$ cat config.mk
export PLATFORM = sky130hd
export DESIGN_NAME = addr_table_engine
export DESIGN_NICKNAME = d
export VERILOG_FILES = /design/src/rtl/ate_pkg.sv /design/src/rtl/ate_ager.sv /design/src/rtl/ate_regs.sv /design/src/rtl/ate_table.sv /design/src/rtl/addr_table_engine.sv
export SDC_FILE = /design/constraint.sdc
export NUM_CORES = 2
export LEC_CHECK = 0
export BUFFER_PORTS_ARGS = -buffer_cell sky130_fd_sc_hd__buf_2
export CORE_ASPECT_RATIO = 0.9
export CORE_MARGIN = 2
export CORE_UTILIZATION = 45
export DETAILED_ROUTE_END_ITERATION = 16
export GPL_TIMING_DRIVEN = 0
export PLACE_DENSITY = 0.64
export SETUP_SLACK_MARGIN = 0.4
export SYNTH_ARGS = -nofsm -noshare
export SYNTH_HDL_FRONTEND = slang
export SYNTH_SLANG_ARGS = --single-unit
$ cat constraint.sdc
create_clock -name clk -period 39.6 [get_ports clk]
set_input_delay 7.92 -clock clk [delete_from_list [all_inputs] [get_ports clk]]
set_output_delay 7.92 -clock clk [all_outputs]
set_load 0.05 [all_outputs]
$ cat src/rtl/ate_pkg.sv
package ate_pkg;

  typedef enum logic [2:0] {
    CMD_NOP          = 3'd0,
    CMD_FM_ALL_ALLDB = 3'd1,
    CMD_FM_NS_ALLDB  = 3'd2,
    CMD_FM_ALL_ONEDB = 3'd3,
    CMD_FM_NS_ONEDB  = 3'd4,
    CMD_LOAD         = 3'd5,
    CMD_NEXT         = 3'd6
  } cmd_e;

  localparam logic [3:0] ST_EMPTY  = 4'h0;
  localparam logic [3:0] ST_STATIC = 4'hE;
  localparam logic [3:0] ST_MOVE   = 4'hF;

  localparam logic [2:0] A_DBX  = 3'd0;
  localparam logic [2:0] A_CTRL = 3'd1;
  localparam logic [2:0] A_OP   = 3'd2;
  localparam logic [2:0] A_DATA = 3'd3;
  localparam logic [2:0] A_MAC0 = 3'd4;
  localparam logic [2:0] A_MAC1 = 3'd5;
  localparam logic [2:0] A_MAC2 = 3'd6;

  // Gather the database number from wherever the table size places it.
  function automatic logic [11:0] db_assemble(input int num_db,
                                              input logic [15:0] opw,
                                              input logic [15:0] ctrlw,
                                              input logic [11:0] dbx);
    logic [11:0] d;
    if (num_db > 256) begin
      d = dbx;
    end else begin
      d = {8'h00, opw[3:0]};
      if (num_db > 64)      d[7:4] = ctrlw[15:12];
      else if (num_db > 16) d[5:4] = opw[9:8];
    end
    return d;
  endfunction

  function automatic logic is_dynamic(input logic [3:0] s);
    return (s != ST_EMPTY) && (s <= 4'd7);
  endfunction

endpackage

$ cat src/rtl/ate_ager.sv
module ate_ager #(
  parameter int AGE_COEFF = 1000
) (
  input  logic       clk,
  input  logic       rst_n,
  input  logic [7:0] age_time,
  input  logic       age_ack,
  output logic       age_req
);
  localparam int PW = (AGE_COEFF > 1) ? $clog2(AGE_COEFF) : 1;

  logic [PW-1:0] pre_q;
  logic [7:0]    steps_q;
  logic          pend_q;
  logic          step_evt;

  assign step_evt = (pre_q == PW'(AGE_COEFF - 1));
  assign age_req  = pend_q;

  always_ff @(posedge clk or negedge rst_n) begin
    if (!rst_n) begin
      pre_q   <= '0;
      steps_q <= '0;
      pend_q  <= 1'b0;
    end else if (age_time == 8'd0) begin
      pre_q   <= '0;
      steps_q <= '0;
      pend_q  <= 1'b0;
    end else begin
      if (age_ack) pend_q <= 1'b0;
      if (step_evt) begin
        pre_q <= '0;
        if (steps_q + 8'd1 >= age_time) begin
          steps_q <= '0;
          pend_q  <= 1'b1;
        end else begin
          steps_q <= steps_q + 8'd1;
        end
      end else begin
        pre_q <= pre_q + PW'(1);
      end
    end
  end

  AST_AGE_OFF_NO_TICK: assert property (@(posedge clk) disable iff (!rst_n)
    (age_time == 8'd0) |=> !age_req);
  AST_ACK_ONLY_ON_REQ: assert property (@(posedge clk) disable iff (!rst_n)
    age_ack |-> age_req);

endmodule

$ cat src/rtl/ate_regs.sv
module ate_regs
  import ate_pkg::*;
#(
  parameter int NPORTS = 8,
  parameter int NUM_DB = 64,
  parameter int DBW    = 6
) (
  input  logic              clk,
  input  logic              rst_n,
  input  logic              wr_en,
  input  logic [2:0]        reg_addr,
  input  logic [15:0]       wr_data,
  output logic [15:0]       rd_data,
  output logic              busy,
  output cmd_e              cmd,
  output logic [DBW-1:0]    db,
  output logic [3:0]        st,
  output logic              trunk,
  output logic [NPORTS-1:0] pv,
  output logic [47:0]       mac,
  output logic [7:0]        age_time,
  input  logic              done,
  input  logic              res_we,
  input  logic [3:0]        res_state,
  input  logic              res_trunk,
  input  logic [NPORTS-1:0] res_pv,
  input  logic [47:0]       res_mac
);
  logic [11:0] dbx_q;
  logic [15:0] ctrl_q, op_q, data_q;
  logic [47:0] mac_q;
  logic [15:0] res_word;

  assign busy     = op_q[15];
  assign cmd      = cmd_e'(op_q[14:12]);
  assign db       = DBW'(db_assemble(NUM_DB, op_q, ctrl_q, dbx_q));
  assign st       = data_q[3:0];
  assign pv       = data_q[4 +: NPORTS];
  assign trunk    = data_q[15];
  assign mac      = mac_q;
  assign age_time = ctrl_q[11:4];

  always_comb begin
    res_word              = '0;
    res_word[3:0]         = res_state;
    res_word[4 +: NPORTS] = res_pv;
    res_word[15]          = res_trunk;
  end

  always_ff @(posedge clk or negedge rst_n) begin
    if (!rst_n) begin
      dbx_q  <= '0;
      ctrl_q <= '0;
      op_q   <= '0;
      data_q <= '0;
      mac_q  <= '0;
    end else if (busy) begin
      if (done) op_q[15] <= 1'b0;
      if (res_we) begin
        data_q <= res_word;
        mac_q  <= res_mac;
      end
    end else if (wr_en) begin
      case (reg_addr)
        A_DBX:  dbx_q          <= wr_data[11:0];
        A_CTRL: ctrl_q         <= wr_data;
        A_OP:   op_q           <= wr_data;
        A_DATA: data_q         <= wr_data;
        A_MAC0: mac_q[47:32]   <= wr_data;
        A_MAC1: mac_q[31:16]   <= wr_data;
        A_MAC2: mac_q[15:0]    <= wr_data;
        default: ;
      endcase
    end
  end

  always_comb begin
    case (reg_addr)
      A_DBX:   rd_data = {4'h0, dbx_q};
      A_CTRL:  rd_data = ctrl_q;
      A_OP:    rd_data = op_q;
      A_DATA:  rd_data = data_q;
      A_MAC0:  rd_data = mac_q[47:32];
      A_MAC1:  rd_data = mac_q[31:16];
      A_MAC2:  rd_data = mac_q[15:0];
      default: rd_data = 16'h0000;
    endcase
  end

  AST_BUSY_ONE_CYCLE: assert property (@(posedge clk) disable iff (!rst_n)
    busy |=> !busy);
  AST_BUSY_BLOCKS_HOST: assert property (@(posedge clk) disable iff (!rst_n)
    (busy && wr_en && reg_addr == A_MAC0 && cmd != CMD_NEXT) |=> $stable(mac_q[47:32]));

endmodule

$ cat src/rtl/ate_table.sv
module ate_table
  import ate_pkg::*;
#(
  parameter int NENT   = 8,
  parameter int NPORTS = 8,
  parameter int DBW    = 6
) (
  input  logic              clk,
  input  logic              rst_n,
  input  logic              go,
  input  cmd_e              cmd,
  input  logic [DBW-1:0]    db,
  input  logic [3:0]        st_in,
  input  logic              trunk_in,
  input  logic [NPORTS-1:0] pv_in,
  input  logic [47:0]       mac_in,
  input  logic              age_req,
  output logic              age_ack,
  output logic              done,
  output logic              res_we,
  output logic [3:0]        res_state,
  output logic              res_trunk,
  output logic [NPORTS-1:0] res_pv,
  output logic [47:0]       res_mac
);
  localparam int PIDW = (NPORTS > 1) ? $clog2(NPORTS) : 1;
  localparam int IW   = (NENT > 1) ? $clog2(NENT) : 1;

  logic [3:0]        e_st  [NENT];
  logic [DBW-1:0]    e_db  [NENT];
  logic [47:0]       e_mac [NENT];
  logic [NPORTS-1:0] e_pv  [NENT];
  logic              e_tr  [NENT];

  logic [NENT-1:0]   hit, freev, cand, sel, has_from;
  logic [NPORTS-1:0] moved [NENT];
  logic              any_hit, any_free, found, wrap, all_db, all_kind, dup;
  logic [IW-1:0]     hit_idx, free_idx, nxt_idx, wr_idx;
  logic [47:0]       best_mac;
  logic [PIDW-1:0]   mv_from, mv_to;

  assign mv_from = pv_in[PIDW-1:0];
  assign mv_to   = pv_in[2*PIDW-1:PIDW];

  // Port vector after moving one port: source bit cleared, destination set
  // unless the destination is the all-ones "remove" code.
  function automatic logic [NPORTS-1:0] move_vec(input logic [NPORTS-1:0] v,
                                                 input logic [PIDW-1:0] from,
                                                 input logic [PIDW-1:0] to);
    logic [NPORTS-1:0] r;
    r = v & ~(NPORTS'(1) << from);
    if (to != {PIDW{1'b1}}) r = r | (NPORTS'(1) << to);
    return r;
  endfunction

  always_comb begin
    all_db   = (cmd == CMD_FM_ALL_ALLDB) || (cmd == CMD_FM_NS_ALLDB);
    all_kind = (cmd == CMD_FM_ALL_ALLDB) || (cmd == CMD_FM_ALL_ONEDB);
    wrap     = &mac_in;
    any_hit  = 1'b0;
    any_free = 1'b0;
    found    = 1'b0;
    hit_idx  = '0;
    free_idx = '0;
    nxt_idx  = '0;
    best_mac = '1;
    dup      = 1'b0;
    for (int i = 0; i < NENT; i++) begin
      hit[i]      = (e_st[i] != ST_EMPTY) && (e_db[i] == db) && (e_mac[i] == mac_in);
      freev[i]    = (e_st[i] == ST_EMPTY);
      cand[i]     = (e_st[i] != ST_EMPTY) && (e_db[i] == db) && (wrap || e_mac[i] > mac_in);
      sel[i]      = (e_st[i] != ST_EMPTY) && (all_db || e_db[i] == db) &&
                    (all_kind || e_st[i] != ST_STATIC);
      has_from[i] = |(e_pv[i] & (NPORTS'(1) << mv_from));
      moved[i]    = move_vec(e_pv[i], mv_from, mv_to);
      if (hit[i] && !any_hit) begin
        any_hit = 1'b1;
        hit_idx = IW'(i);
      end
      if (freev[i] && !any_free) begin
        any_free = 1'b1;
        free_idx = IW'(i);
      end
      if (cand[i] && (!found || e_mac[i] < best_mac)) begin
        found    = 1'b1;
        nxt_idx  = IW'(i);
        best_mac = e_mac[i];
      end
      for (int j = i + 1; j < NENT; j++) begin
        if (e_st[i] != ST_EMPTY && e_st[j] != ST_EMPTY &&
            e_db[i] == e_db[j] && e_mac[i] == e_mac[j]) dup = 1'b1;
      end
    end
    wr_idx = any_hit ? hit_idx : free_idx;
  end

  assign done      = go;
  assign res_we    = go && (cmd == CMD_NEXT);
  assign res_state = found ? e_st[nxt_idx] : ST_EMPTY;
  assign res_trunk = found ? e_tr[nxt_idx] : 1'b0;
  assign res_pv    = found ? e_pv[nxt_idx] : '0;
  assign res_mac   = found ? best_mac : '1;
  assign age_ack   = age_req && !go;

  always_ff @(posedge clk or negedge rst_n) begin
    if (!rst_n) begin
      for (int i = 0; i < NENT; i++) begin
        e_st[i]  <= ST_EMPTY;
        e_db[i]  <= '0;
        e_mac[i] <= '0;
        e_pv[i]  <= '0;
        e_tr[i]  <= 1'b0;
      end
    end else if (go) begin
      case (cmd)
        CMD_LOAD: begin
          if (st_in == ST_EMPTY) begin
            for (int i = 0; i < NENT; i++)
              if (hit[i]) e_st[i] <= ST_EMPTY;
          end else if (any_hit || any_free) begin
            e_st[wr_idx]  <= st_in;
            e_db[wr_idx]  <= db;
            e_mac[wr_idx] <= mac_in;
            e_pv[wr_idx]  <= pv_in;
            e_tr[wr_idx]  <= trunk_in;
          end
        end
        CMD_FM_ALL_ALLDB, CMD_FM_NS_ALLDB, CMD_FM_ALL_ONEDB, CMD_FM_NS_ONEDB: begin
          for (int i = 0; i < NENT; i++) begin
            if (sel[i]) begin
              if (st_in == ST_EMPTY) begin
                e_st[i] <= ST_EMPTY;
              end else if (st_in == ST_MOVE && has_from[i]) begin
                e_pv[i] <= moved[i];
                if (moved[i] == '0) e_st[i] <= ST_EMPTY;
              end
            end
          end
        end
        default: ;
      endcase
    end else if (age_req) begin
      for (int i = 0; i < NENT; i++)
        if (is_dynamic(e_st[i])) e_st[i] <= e_st[i] - 4'd1;
    end
  end

  AST_NO_DUP_ENTRY: assert property (@(posedge clk) disable iff (!rst_n) !dup);

  for (genvar g = 0; g < NENT; g++) begin : g_chk
    AST_STATIC_NO_AGE: assert property (@(posedge clk) disable iff (!rst_n)
      (age_ack && e_st[g] == ST_STATIC) |=> (e_st[g] == ST_STATIC));
    AST_AGE_DECREMENT: assert property (@(posedge clk) disable iff (!rst_n)
      (age_ack && is_dynamic(e_st[g])) |=> (e_st[g] == $past(e_st[g]) - 4'd1));
  end

endmodule

$ cat src/rtl/addr_table_engine.sv
module addr_table_engine
  import ate_pkg::*;
#(
  parameter int NENT      = 8,
  parameter int NPORTS    = 8,
  parameter int NUM_DB    = 64,
  parameter int AGE_COEFF = 1000
) (
  input  logic        clk,
  input  logic        rst_n,
  input  logic        wr_en,
  input  logic [2:0]  reg_addr,
  input  logic [15:0] wr_data,
  output logic [15:0] rd_data
);
  localparam int DBW = (NUM_DB > 1) ? $clog2(NUM_DB) : 1;

  logic              busy, trunk, done, res_we, res_trunk, age_req, age_ack;
  cmd_e              cmd;
  logic [DBW-1:0]    db;
  logic [3:0]        st, res_state;
  logic [NPORTS-1:0] pv, res_pv;
  logic [47:0]       mac, res_mac;
  logic [7:0]        age_time;

  ate_regs #(.NPORTS(NPORTS), .NUM_DB(NUM_DB), .DBW(DBW)) u_regs (
    .clk(clk), .rst_n(rst_n), .wr_en(wr_en), .reg_addr(reg_addr),
    .wr_data(wr_data), .rd_data(rd_data), .busy(busy), .cmd(cmd), .db(db),
    .st(st), .trunk(trunk), .pv(pv), .mac(mac), .age_time(age_time),
    .done(done), .res_we(res_we), .res_state(res_state),
    .res_trunk(res_trunk), .res_pv(res_pv), .res_mac(res_mac)
  );

  ate_table #(.NENT(NENT), .NPORTS(NPORTS), .DBW(DBW)) u_table (
    .clk(clk), .rst_n(rst_n), .go(busy), .cmd(cmd), .db(db), .st_in(st),
    .trunk_in(trunk), .pv_in(pv), .mac_in(mac), .age_req(age_req),
    .age_ack(age_ack), .done(done), .res_we(res_we), .res_state(res_state),
    .res_trunk(res_trunk), .res_pv(res_pv), .res_mac(res_mac)
  );

  ate_ager #(.AGE_COEFF(AGE_COEFF)) u_ager (
    .clk(clk), .rst_n(rst_n), .age_time(age_time), .age_ack(age_ack),
    .age_req(age_req)
  );

endmodule

==> results_dict.tcl <==
set metrics [dict create \
    first_iter_violations 4664 \
    core_area_um2 115000 \
    track_usage 0.338 \
    grt-ovfl-total 0 \
    die_x_um 362 \
    dp_hpwl_um 159000 \
    vias_per_cell 6.36 \
    crit_path_frequent_cell "a21oi_1" \
    cts_setup_buffers 0 \
    ant_nets 0 \
    hold_buffers 0 \
    yosysTopAreaCell "dfrtp_1" \
    grt_max_degree 109 \
    fin_nets 6494 \
    insertion_delay_ns 0.73 \
    hold_path.class "reg -> reg" \
    start_util 0.452 \
    grt_pass1_vias 44800 \
    cp_max_fo 12 \
    power_density_nw_per_um2 38.7 \
    avgRoutedWirePerCell_um 27.8 \
    die_h_um 326 \
    syn_nets 6359 \
    cts-root-buf "clkbuf_16" \
    use_met3 0.0868 \
    yosys_warnings 0 \
    cts.sinks 663 \
    async_flop_share 1.00 \
    layout-drive-gt1-share 0.135 \
    clk_pin_slew_ns 0.06 \
    cts_resized 0 \
    dr.pass1.iters 8 \
    hold_violations 0 \
    fin_tns_setup_ns 0 \
    num_vias 46400 \
    criticalPathCategory "reg -> reg" \
    status "finished, violations left" \
    synth.avg_cell_area_um2 9.27 \
    drc_errors 0 \
    ctsHtreeMaxLevel 3 \
    synth_area_um2 51900 \
    syn_inst 5595 \
    io_pins 38 \
    ys_seq_area_frac 0.320 \
    crit_slowest_cell "clkbuf_1" \
    fmax_mhz 29.0 \
    placed_area_um2 54200 \
    tightest_slew_ns 1.46 \
    synth_enable_flop_cells 0 \
    cts_tree "built" \
    rows 118 \
    gp_congestion 1.02 \
    max_stage_delay_ns 1.04 \
    cp-end-kind "flip-flop" \
    crit_path_start_kind "flip-flop" \
    critical_path_arrival_ns 35.08 \
    power.leakage_nw 30.3 \
    synth.distinct_cells 99 \
    use_met2 0.494 \
    r2r_slack_ns 5.14 \
    nFillCells 10800 \
    ys_seq_elements 663 \
    setup_violations 0 \
    synth_area_leaders "dfrtp_1 32%, ha_1 18%, mux2_2 10%" \
    ir_drop_mv 0.0405 \
    synth_ff_type "dfrtp_1" \
    power_mw 2.21 \
    area_growth_pct 10.2 \
    antenna_found_initial 18 \
    grt_use_met1 0.454 \
    violations "capacitance limit" \
    finalCritPeriodShare 0.870 \
    maxCapViolCount 1 \
    seqCellArea_um2 16600 \
    crit_required_ns 40.22 \
    slew_headroom 0.0184 \
    cts_made_buffers 81 \
    period_needed_ns 34.46 \
    io_buffers 37 \
    stdcell_area_um2 57200 \
    multi_input_comb_area_um2 33000 \
    slew_violations 0 \
    top_usage_layer "met2" \
    rsz0062_at_grt "false" \
    cts.path.max_buffers 3 \
    grt_pass1_wl_um 297000 \
    die_area_um2 118000 \
    drt-total-wl_um 203000 \
    fin_skew_ns 0.0592 \
    yosysTopAreaCellShare 0.320 \
]
worst max-delay path, delay by kind of cell (launching register included):
family	cells	cell delay (ns)
compound gates	56	14.62
fa+ha+maj	8	2.42
buf+inv	20	7.83
flops	1	0.87
mux	5	2.02
simple gates	35	6.47
worst paths after layout:
| kind | startpoint | to | cells past startpoint |
|---|---|---|---|
| min reg2reg | u_ager.pre_q[0]$_DFF_PN0_ | u_ager.pre_q[0]$_DFF_PN0_ | 1 |
| min | u_ager.pre_q[0]$_DFF_PN0_ | u_ager.pre_q[0]$_DFF_PN0_ | 1 |
| max | u_regs.mac[37]$_DFFE_PN0P_ | u_regs.data_q[0]$_DFFE_PN0P_ | 124 |
| max in group asynchronous | rst_n | u_table.e_st[14]$_DFFE_PN0P_ | 4 |
| min in group asynchronous | rst_n | u_table.e_mac[273]$_DFFE_PN0P_ | 1 |
| max reg2reg | u_regs.mac[37]$_DFFE_PN0P_ | u_regs.data_q[0]$_DFFE_PN0P_ | 124 |
cells by family (layout without fill, tap and decap cells):
group           Yosys count  after routing  synth area share
fa+ha+maj               742            742             0.179
compound gates         1529           1529             0.188
simple gates           1432           1432             0.135
mux                     564            564             0.122
flops                   663            663             0.320
xor+xnor                 66             66            0.0111
buf+inv                 599            797            0.0450
other cells               0              6                 0
report_power, final:
part           switching, mW  internal (mW)
registers              0.113          0.729
logic                  0.384          0.169
clock network          0.342          0.475
total                  0.839           1.37
through the flow:
step,utilization,hold WS (ns),cells,worst slack [ns]
final,0.498,0.446,7299,5.14
after global routing,0.498,0.482,7296,3.70
after CTS,0.498,0.452,7291,5.71
after detailed placement,0.473,0.444,7145,6.00
after global placement,0.470,0.445,7132,6.02
after floorplan,-,0.425,5595,16.55
layer usage:
| metal | wire length [µm] | vias to the layer above |
|---|---|---|
| met4 | 12900 | 2 |
| met1 | 86600 | 22800 |
| met3 | 18600 | 541 |
| met5 | 13 | - |
| li1 | - | 20900 |
| met2 | 84400 | 2163 |
cells in the mapped netlist, types with 13 or more instances:
master,count
o22a_1,21
nand3_1,69
a31oi_1,72
o211ai_1,67
o21ai_0,438
ha_1,742
or2_2,18
nand4_1,207
o31ai_1,21
nand2_1,433
a21oi_1,377
nand2b_1,82
xnor2_1,35
xor2_1,31
nor3_1,62
o221ai_1,47
buf_1,24
nor2_1,340
a211o_1,14
o21a_1,75
clkbuf_1,174
mux2i_1,76
nor4_1,32
inv_1,356
dfrtp_1,663
a21o_1,150
a211oi_1,29
a22oi_1,41
nor3b_1,14
buf_2,35
nor2b_1,84
mux2_2,480
o22ai_1,25
and2_1,18
a22o_1,13
and3_1,16
cell usage in the layout, fill, tap and decap left out, drive strengths merged, types with 27 or more instances in the layout:
master / instances
o21ai: 447
o21a: 75
nand2b: 82
mux2i: 76
clkbuf: 277
xor2: 31
a21o: 150
mux2: 480
a22oi: 42
o221ai: 48
xnor2: 35
a211oi: 31
nor2b: 84
clkinv: 27
buf: 118
ha: 742
dfrtp: 663
nand2: 433
nand3: 70
nor2: 341
nor3: 64
inv: 357
a31oi: 73
a21oi: 378
nand4: 209
nor4: 35
o211ai: 67
state kept, by name (all words and copies together), names as in the netlist:
register,cells
u_table.e_tr,8
u_ager.steps_q,8
u_regs.op_q,16
u_ager.pre_q,10
u_ager.age_req,1
u_table.e_mac,384
u_regs.ctrl_q,16
u_table.e_st,32
u_regs.dbx_q,12
u_table.e_db,48
u_regs.data_q,16
u_table.e_pv,64
u_regs.mac,48
cell type report:
class | count | area share
inverters | 357 | 0.0234
well taps | 1500 | 0.0328
clock inverters | 45 | 0.0123
diodes | 6 | 0.000263
clock buffers | 101 | 0.0387
plain buffers | 242 | 0.0174
multi-input cells | 4333 | 0.577
flip-flops and latches | 663 | 0.290
repair buffers | 52 | 0.00799
Power figures use the tool's default switching activity.
